--- src/rtl/dma_regbank_pkg.sv ---
package dma_regbank_pkg;
  // global word indices (addr[7:2] with addr[11:8] == 0)
  localparam logic [5:0] GW_ALL      = 6'd0;
  localparam logic [5:0] GW_TC_MSK   = 6'd1;
  localparam logic [5:0] GW_TC_CLR   = 6'd2;
  localparam logic [5:0] GW_ER_MSK   = 6'd3;
  localparam logic [5:0] GW_ER_CLR   = 6'd4;
  localparam logic [5:0] GW_TC_RAW   = 6'd5;
  localparam logic [5:0] GW_ER_RAW   = 6'd6;
  localparam logic [5:0] GW_ENABLED  = 6'd7;
  localparam logic [5:0] GW_GCFG     = 6'd12;

  localparam int CHAN_WORDS = 5;   // registers per channel slot
  localparam int CFG_TC_IE  = 15;
  localparam int CFG_ER_IE  = 14;
  localparam int CFG_EN     = 0;
  localparam int GCFG_W     = 3;

  function automatic logic [7:0] id_byte(input logic [2:0] idx, input int nch);
    case (idx)
      3'd0:    id_byte = (nch == 8) ? 8'h80 : 8'h81;
      3'd1:    id_byte = 8'h10;
      3'd2:    id_byte = 8'h04;
      3'd3:    id_byte = 8'h0A;
      3'd4:    id_byte = 8'h0D;
      3'd5:    id_byte = 8'hF0;
      3'd6:    id_byte = 8'h05;
      default: id_byte = 8'hB1;
    endcase
  endfunction
endpackage

--- src/rtl/dma_regbank_chans.sv ---
module dma_regbank_chans
  import dma_regbank_pkg::*;
#(
  parameter int NCH = 8,
  parameter int DW  = 32
) (
  input  logic          clk,
  input  logic          rst_n,
  input  logic          wr_en,
  input  logic [2:0]    wr_chan,
  input  logic [2:0]    wr_word,
  input  logic [DW-1:0] wdata,
  input  logic [2:0]    rd_chan,
  input  logic [2:0]    rd_word,
  output logic [DW-1:0] rd_data,
  output logic [NCH-1:0] cfg_tc_ie,
  output logic [NCH-1:0] cfg_er_ie,
  output logic [NCH-1:0] cfg_en
);
  logic [DW-1:0] word_out [NCH];

  for (genvar c = 0; c < NCH; c++) begin : g_chan
    logic [DW-1:0] regs_q [CHAN_WORDS];
    logic          sel;
    assign sel = wr_en && (wr_chan == 3'(c)) && (int'(wr_word) < CHAN_WORDS);

    always_ff @(posedge clk or negedge rst_n) begin
      if (!rst_n) begin
        for (int w = 0; w < CHAN_WORDS; w++) regs_q[w] <= '0;
      end else if (sel) begin
        regs_q[wr_word] <= wdata;
      end
    end

    assign word_out[c]  = (int'(rd_word) < CHAN_WORDS) ? regs_q[rd_word] : '0;
    assign cfg_tc_ie[c] = regs_q[CHAN_WORDS-1][CFG_TC_IE];
    assign cfg_er_ie[c] = regs_q[CHAN_WORDS-1][CFG_ER_IE];
    assign cfg_en[c]    = regs_q[CHAN_WORDS-1][CFG_EN];
  end

  always_comb begin
    rd_data = '0;
    for (int c = 0; c < NCH; c++)
      if (rd_chan == 3'(c)) rd_data = word_out[c];
  end
endmodule

--- src/rtl/dma_regbank_irq.sv ---
module dma_regbank_irq #(
  parameter int NCH = 8
) (
  input  logic           clk,
  input  logic           rst_n,
  input  logic [NCH-1:0] tc_set,
  input  logic [NCH-1:0] err_set,
  input  logic           tc_clr_en,
  input  logic           err_clr_en,
  input  logic [NCH-1:0] clr_bits,
  input  logic [NCH-1:0] tc_ie,
  input  logic [NCH-1:0] er_ie,
  output logic [NCH-1:0] raw_tc,
  output logic [NCH-1:0] raw_err,
  output logic [NCH-1:0] tc_masked,
  output logic [NCH-1:0] err_masked,
  output logic           irq
);
  logic [NCH-1:0] tc_keep, err_keep;
  assign tc_keep  = tc_clr_en  ? ~clr_bits : '1;
  assign err_keep = err_clr_en ? ~clr_bits : '1;

  always_ff @(posedge clk or negedge rst_n) begin
    if (!rst_n) begin
      raw_tc  <= '0;
      raw_err <= '0;
    end else begin
      raw_tc  <= (raw_tc & tc_keep) | tc_set;     // set wins
      raw_err <= (raw_err & err_keep) | err_set;
    end
  end

  assign tc_masked  = raw_tc & tc_ie;
  assign err_masked = raw_err & er_ie;
  assign irq        = |(tc_masked | err_masked);
endmodule

--- src/rtl/dma_regbank.sv ---
module dma_regbank
  import dma_regbank_pkg::*;
#(
  parameter int NCH = 8,
  parameter int DW  = 32
) (
  input  logic           clk,
  input  logic           rst_n,
  input  logic           req_valid,
  input  logic           req_write,
  input  logic [11:0]    req_addr,
  input  logic [DW-1:0]  req_wdata,
  output logic           rsp_valid,
  output logic [DW-1:0]  rsp_rdata,
  input  logic [NCH-1:0] tc_set,
  input  logic [NCH-1:0] err_set,
  output logic [NCH-1:0] chan_enable,
  output logic           irq
);
  logic          wr, rd;
  logic          in_glob, in_chan, in_id;
  logic [5:0]    gword;
  logic [2:0]    cidx, cword;
  logic [GCFG_W-1:0] gcfg_q;
  logic [DW-1:0] chan_rd, rd_mux;
  logic [NCH-1:0] tc_ie, er_ie, raw_tc, raw_err, tc_masked, err_masked;
  logic          unused_addr;

  assign unused_addr = ^req_addr[1:0];
  assign wr      = req_valid && req_write;
  assign rd      = req_valid && !req_write;
  assign in_glob = (req_addr[11:8] == 4'h0);
  assign in_chan = (req_addr[11:8] == 4'h1);
  assign in_id   = (req_addr[11:5] == 7'h7F);
  assign gword   = req_addr[7:2];
  assign cidx    = req_addr[7:5];
  assign cword   = req_addr[4:2];

  dma_regbank_chans #(.NCH(NCH), .DW(DW)) u_chans (
    .clk(clk), .rst_n(rst_n),
    .wr_en(wr && in_chan), .wr_chan(cidx), .wr_word(cword), .wdata(req_wdata),
    .rd_chan(cidx), .rd_word(cword), .rd_data(chan_rd),
    .cfg_tc_ie(tc_ie), .cfg_er_ie(er_ie), .cfg_en(chan_enable)
  );

  dma_regbank_irq #(.NCH(NCH)) u_irq (
    .clk(clk), .rst_n(rst_n),
    .tc_set(tc_set), .err_set(err_set),
    .tc_clr_en(wr && in_glob && gword == GW_TC_CLR),
    .err_clr_en(wr && in_glob && gword == GW_ER_CLR),
    .clr_bits(req_wdata[NCH-1:0]),
    .tc_ie(tc_ie), .er_ie(er_ie),
    .raw_tc(raw_tc), .raw_err(raw_err),
    .tc_masked(tc_masked), .err_masked(err_masked), .irq(irq)
  );

  always_ff @(posedge clk or negedge rst_n) begin
    if (!rst_n)                                  gcfg_q <= '0;
    else if (wr && in_glob && gword == GW_GCFG)  gcfg_q <= req_wdata[GCFG_W-1:0];
  end

  always_comb begin
    rd_mux = '0;
    if (in_chan) begin
      rd_mux = chan_rd;
    end else if (in_id) begin
      rd_mux = DW'(id_byte(cword, NCH));
    end else if (in_glob) begin
      case (gword)
        GW_ALL:     rd_mux = DW'(tc_masked | err_masked);
        GW_TC_MSK:  rd_mux = DW'(tc_masked);
        GW_ER_MSK:  rd_mux = DW'(err_masked);
        GW_TC_RAW:  rd_mux = DW'(raw_tc);
        GW_ER_RAW:  rd_mux = DW'(raw_err);
        GW_ENABLED: rd_mux = DW'(chan_enable);
        GW_GCFG:    rd_mux = DW'(gcfg_q);
        default:    rd_mux = '0;
      endcase
    end
  end

  always_ff @(posedge clk or negedge rst_n) begin
    if (!rst_n) begin
      rsp_valid <= 1'b0;
      rsp_rdata <= '0;
    end else begin
      rsp_valid <= rd;
      if (rd) rsp_rdata <= rd_mux;
    end
  end
endmodule

--- config.mk ---
export PLATFORM = sky130hd
export DESIGN_NAME = dma_regbank
export DESIGN_NICKNAME = d
export VERILOG_FILES = /design/src/rtl/dma_regbank_pkg.sv /design/src/rtl/dma_regbank_chans.sv /design/src/rtl/dma_regbank_irq.sv /design/src/rtl/dma_regbank.sv
export SDC_FILE = /design/constraint.sdc
export NUM_CORES = 2
export LEC_CHECK = 0
export BUFFER_PORTS_ARGS = -buffer_cell sky130_fd_sc_hd__buf_4
export CORE_ASPECT_RATIO = 2
export CORE_MARGIN = 1
export CORE_UTILIZATION = 30
export DETAILED_ROUTE_END_ITERATION = 10
export GPL_TIMING_DRIVEN = 0
export HOLD_SLACK_MARGIN = 0.03
export MAX_ROUTING_LAYER = met4
export SLEW_MARGIN = 20
export SYNTH_ARGS = -nofsm -noshare
export SYNTH_HDL_FRONTEND = slang
export SYNTH_SLANG_ARGS = --single-unit
--- constraint.sdc ---
create_clock -name clk -period 1.8 [get_ports clk]
set_clock_uncertainty 0.1 [all_clocks]
set_input_delay 0.36 -clock clk [delete_from_list [all_inputs] [get_ports clk]]
set_output_delay 0.36 -clock clk [all_outputs]
set_load 0.1 [all_outputs]
-- Word-level counts from Yosys, hierarchy flattened
Index checks and enable logic that the tools add are counted.
- $lt $le $gt $ge: 3
- equal/unequal tests: 23
- mux-type cells: 57
- bitwise logic cells: 10
- reductions and logical operators: 30
- operator list (cell ; number):
    bitwise mux 160 bit ; 8
    two-way mux 32 bit ; 34
    binary-select mux 32 bit (select 3 bit) ; 8
    case mux 8 bit (7 select lines) ; 2
    demux 32 bit (select 3 bit) ; 1
    AND 8 bit ; 4
    two-way mux 8 bit ; 4
    OR 8 bit ; 4
    == test 6 x 3 -> 1 bit, second input constant ; 4
    logical AND 1 bit ; 24
    == test 3 bit, second input constant ; 7
    == test 3 x 2 -> 1 bit, second input constant ; 4
    == test 6 x 2 -> 1 bit, second input constant ; 2
    NOT 8 bit ; 1
    OR reduction 8 bit ; 1
    == test 7 bit, second input constant ; 1
    == test 3 x 1 -> 1 bit, second input constant ; 2
    == test 6 x 1 -> 1 bit, second input constant ; 1
    == test 6 x 4 -> 1 bit, second input constant ; 1
    zero test 3 bit ; 2
    zero test 6 bit ; 1
    == test 4 x 1 -> 1 bit, second input constant ; 1
    greater-or-equal comparator 4 bit, second input constant ; 1
    zero test 4 bit ; 1
    4 further kinds ; 4
- register bits after elaboration: 1332
- output and inout port bits: 42
- word-level logic and storage cells: 168

-- Longest topological paths before layout
- depth in word-level cells: 14
- mapped depth: 11
- mapped depth without buffers: 6

-- Hierarchy
Synthesis repeated with hierarchy kept, for this count alone.
- cell total of the unflattened synthesis: 4273
- area, all modules: 61357.6 um^2
- by module, submodules not included (module ; instances ; cells an instance ; area an instance (um^2)):
    dma_regbank_chans ; 1 ; 3990 ; 58494.9
    dma_regbank ; 1 ; 212 ; 2130.8
    dma_regbank_irq ; 1 ; 71 ; 732.0

-- Worst setup path before layout
No wires, ideal clock.
- path kind: input to register
- from: in req_addr[2]
- to: reg rsp_rdata[17]
- setup time: 0.136 ns
- data arrival time: 2.101 ns
- required time: 1.564 ns
- setup slack: -0.537 ns
- stages on the path: 7
- buffers on the path: 3
- cells stage by stage: buf_4 > buf_6 > buf_2 > mux4_2 > a22o_1 > a222oi_1 > a31oi_1
- cells in the longest elaborated chain, start to end: 14
- elaborated cells between the ends (all ways): 43
- those cells by class: order compare: 1; mux: 41; bitwise: 1
- ends and longest elaborated chain (element ; line ; source):
    from (decl) ; dma_regbank.sv:11 ; input logic [11:0] req_addr,
    NOT 3 -> 4 bit (not written as such) ; dma_regbank_chans.sv:35 ; assign word_out[c] = (int'(rd_word) < CHAN_WORDS) ? regs_q[rd_word] : '0;
    binary-select mux 32 bit (select 3 bit) ; dma_regbank_chans.sv:35 ;
    two-way mux 32 bit (not written as such) (2 in a row) ; dma_regbank_chans.sv:35 ;
    two-way mux 32 bit ; dma_regbank_chans.sv:35 ;
    two-way mux 32 bit (7 in a row) ; dma_regbank_chans.sv:44 ; if (rd_chan == 3'(c)) rd_data = word_out[c];
    two-way mux 32 bit (*) ; dma_regbank_chans.sv:44 ;
    two-way mux 32 bit (*) ; dma_regbank.sv:64 ; if (in_chan) begin
    to (signal assigned) ; dma_regbank.sv:88 ; if (rd) rsp_rdata <= rd_mux;
    to (decl) ; dma_regbank.sv:14 ; output logic [DW-1:0] rsp_rdata,
Every way passes the cells marked *; elsewhere a longest branch is shown, timed or not. The select of a mux whose other input is x is not followed.
A chain may end at the register's enable or synchronous reset.

-- Worst setup path after layout
- from: reg u_chans.g_chan[1].regs_q (netlist bit u_chans.cfg_tc_ie[1])
- to: out irq
- cells in the longest elaborated chain, start to end: 3
- ends and longest elaborated chain (element ; line ; source):
    from (decl) ; dma_regbank_chans.sv:23 ; logic [DW-1:0] regs_q [CHAN_WORDS];
    from (signal, indexed assignment) ; dma_regbank_chans.sv:31 ; regs_q[wr_word] <= wdata;
    AND 8 bit ; dma_regbank_irq.sv:33 ; assign tc_masked = raw_tc & tc_ie;
    OR 8 bit ; dma_regbank_irq.sv:35 ; assign irq = |(tc_masked | err_masked);
    OR reduction 8 bit ; dma_regbank_irq.sv:35 ;
    to (decl) ; dma_regbank.sv:18 ; output logic irq
No other way between the ends.

==> impl_metrics.yaml <==
die:
  core-area_um2: 203000
  die_width_um: 321
  start_util: 0.302
  num_rows: 234
  die_h_um: 641
  dieArea_um2: 206000
  io_pins: 106
global_routing:
  grt_pass1_wl_um: 335000
  grt_max_degree: 153
  grt_pass1_vias: 43100
  grt_remaining_overflow: 0
  antenna_found_initial: 16
  grt_util_all_layers: 0.238
sta:
  rsz0062_at_grt: "true"
  setup_viol: 1038
  max_freq_mhz: 355
  relSlewSlack: 0.270
  period_share: 1.56
  worst_pin_slew_ns: 1.10
  final.setup.tns_ns: -114.43
  fin_crit_ns: 2.81
  drv_slew: 0
  hold_viol_final: 309
  setup_slack_ns: -1.01
  whs_ns: -0.601
logic_synthesis:
  yosysUniqueCellTypes: 65
  synth_fa_ha_area_frac: 0
  synth-compound-area-share: 0.0678
  async_reset_ff_frac: 1.00
  synth_enable_flop_cells: 0
  synth_xor_area_frac: 0
  synth_area_per_cell_um2: 14.1
  syn_inst: 4330
  synth_top_family_by_area: "multiplexers"
  yosys.area.top_type: "dfrtp_1"
  synthesis.nets: 4394
  synth_area_leaders: "dfrtp_1, mux2_2, mux4_2"
  synth_top_area_frac: 0.544
  seq_area_frac_synth: 0.544
  netlist_area_um2: 61200
  synth_seq_cells: 1332
  synthMuxAreaShare: 0.326
  synth-simple-area-share: 0.0252
  synthFlopType: "dfrtp_1"
  ys_warn_count: 0
detailed_routing:
  drtAntennaViolNets: 0
  firstDrtPassIters: 10
  routed_via_density: 5.58
  drc_errors: 0
  totalWireLength_um: 263000
  drt_iter0_markers: 3907
  wl_per_cell_um: 34.3
  vias: 42700
power:
  finalPower_mw: 61.3
  vdd_drop_max_mv: 0.881
  power_density_nw_per_um2: 757
  power.leakage_nw: 37.0
status:
  violations: "hold timing, setup timing"
  status: "complete, but fails checks"
clocking:
  clkLatencyLatePin_ns: 0.78
  clock_path_buffers: 3
  cts_sinks: 1332
  htree_levels: 3
  cts_buffers: 111
  path_clk_slew_ns: 0.07
  root_buffer: "clkbuf_16"
  cts_tree: "yes"
setup_path:
  path_class: "register to output pin"
  critPathCaptureType: "output pin"
  path_max_fanout: 2
  worst-endpoint-arrival_ns: 2.35
  cp.required_ns: 1.34
  startpoint_type: "register"
layout:
  layout.nets: 4894
  drive_gt1_frac: 0.504
  synthToLayoutAreaGrowth_pct: 32.1
run:
  cap_violations: 0
place:
  portBuffers: 75
  dp_slack_ns: -2.87
  gp_congestion: 0.999
  hpwl_um: 178000
hold_path:
  hold_class: "input pin to async pin"
what timing repair did:
item                                     CTS  global route
cloned                                    11            76
resized for setup                        577          1193
hold endpoints to repair                 369           150
hold buffers                              41             1
setup buffers                             80           106
pin swaps                                 66            80
endpoints found under the setup margin  1778          1424
cells in the final DEF (no fill, tap or decap), drive strengths merged, types with 5 or more instances in the layout:
cell and n:
a211oi 10, a21o 21, a21oi 141, a221oi 79, a222oi 23, a22o 75, a22oi 42, a31oi 27
a32o 5, buf 497, bufbuf 5, bufinv 9, clkbuf 451, clkinv 22, clkinvlp 5, dfrtp 1332
diode 17, dlygate4sd3 39, inv 12, mux2 1286, mux2i 189, mux4 160, nand2 105, nand3 12
nand4 5, nor2 149, nor2b 7, nor3 10, nor4 5, o21ai 32, o221ai 6, o22ai 93
o2bb2ai 5, or2 5
cells by family after synthesis:
family,count (synthesis)
AND/OR/NAND/NOR,325
buffers and inverters,451
multiplexers,1635
AO/OA/AOI/OAI,587
flip-flops,1332
where the power goes:
part | internal [mW] | total (mW) | switching (mW)
clock | 14.2 | 26.2 | 12.0
combinational | 1.46 | 4.84 | 3.38
sequential | 30.1 | 30.2 | 0.138
routing by layer:
| layer | up-vias | global-route usage | share of wire |
|---|---|---|---|
| li1 | 17100 | - | - |
| met1 | 22800 | 0.231 | 0.33 |
| met2 | 1964 | 0.410 | 0.50 |
| met3 | 920 | 0.0409 | 0.061 |
| met4 | 0 | 0.204 | 0.11 |
| met5 | - | - | 0 |
final cells by class:
class	instances	area (um2)
Clock inverter	37	495
Tap cell	2714	3400
Inverter	11	50.0
Sequential cell	1332	33400
Multi-Input combinational cell	2547	29600
Antenna cell	17	42.5
Timing Repair Buffer	399	6360
Clock buffer	167	3340
Fill cell	18500	122000
Buffer	428	4230
through the flow:
step / util / area, um2 / instances
floorplan: - / 61600 / 4330
global placement: 0.323 / 65500 / 7119
detailed placement: 0.325 / 65900 / 7133
CTS: 0.362 / 73500 / 7459
global route: 0.399 / 80900 / 7648
finish: 0.399 / 80900 / 7652
registers in the layout, summed over array words and instances, names as in the netlist:
register and flops:
u_irq.raw_tc 8, rsp_rdata 32, u_chans.cfg_tc_ie 8, gcfg_q 3, u_irq.raw_err 8, u_chans.g_chan.regs_q 1256, u_chans.cfg_en 8, u_chans.cfg_er_ie 8
rsp_valid 1
worst max-delay path: stages (launching register included):
cell	delay [ns]
dfrtp_2	0.47
a22oi_2	0.27
and4_1	0.23
nand4_1	0.32
buf_12	0.30
cells in the mapped netlist (6+ instances only):
master and instances:
a31oi_1 27, dfrtp_1 1332, a222oi_1 23, o221ai_1 6
buf_6 21, buf_2 115, buf_4 66, nand2_1 99
buf_1 29, nor2_2 24, mux2_1 70, nor2_4 6
mux2_2 1216, a22o_1 75, a21o_1 21, a221oi_1 79
a21oi_1 140, mux2i_1 189, o22ai_1 93, nand2_2 6
nor2_1 119, mux4_2 160, nor3_1 9, a211oi_1 10
inv_1 10, clkbuf_1 209, a22oi_1 42, nand3_1 12
o21ai_0 32, nor2b_1 7
path summary, 6_finish.rpt:
path	endpoint	startpoint	slack [ns]	cells after the start
worst max register to register	rsp_rdata[2]$_DFFE_PN0P_	u_chans.g_chan[0].regs_q[34]$_DFFE_PN0P_	-0.91	6
max in group asynchronous	u_chans.g_chan[1].regs_q[10]$_DFFE_PN0P_	rst_n	0.19	5
worst min register to register	u_chans.g_chan[2].regs_q[130]$_DFFE_PN0P_	u_chans.g_chan[2].regs_q[130]$_DFFE_PN0P_	0.39	1
worst max-delay path	irq	u_chans.cfg_tc_ie[1]$_DFFE_PN0P_	-1.01	4
worst min-delay path	u_chans.g_chan[0].regs_q[90]$_DFFE_PN0P_	rst_n	-0.60	1
min in group clk	u_chans.g_chan[0].regs_q[109]$_DFFE_PN0P_	req_wdata[13]	0.04	2
Note: power is estimated with default switching activity, not from simulation.
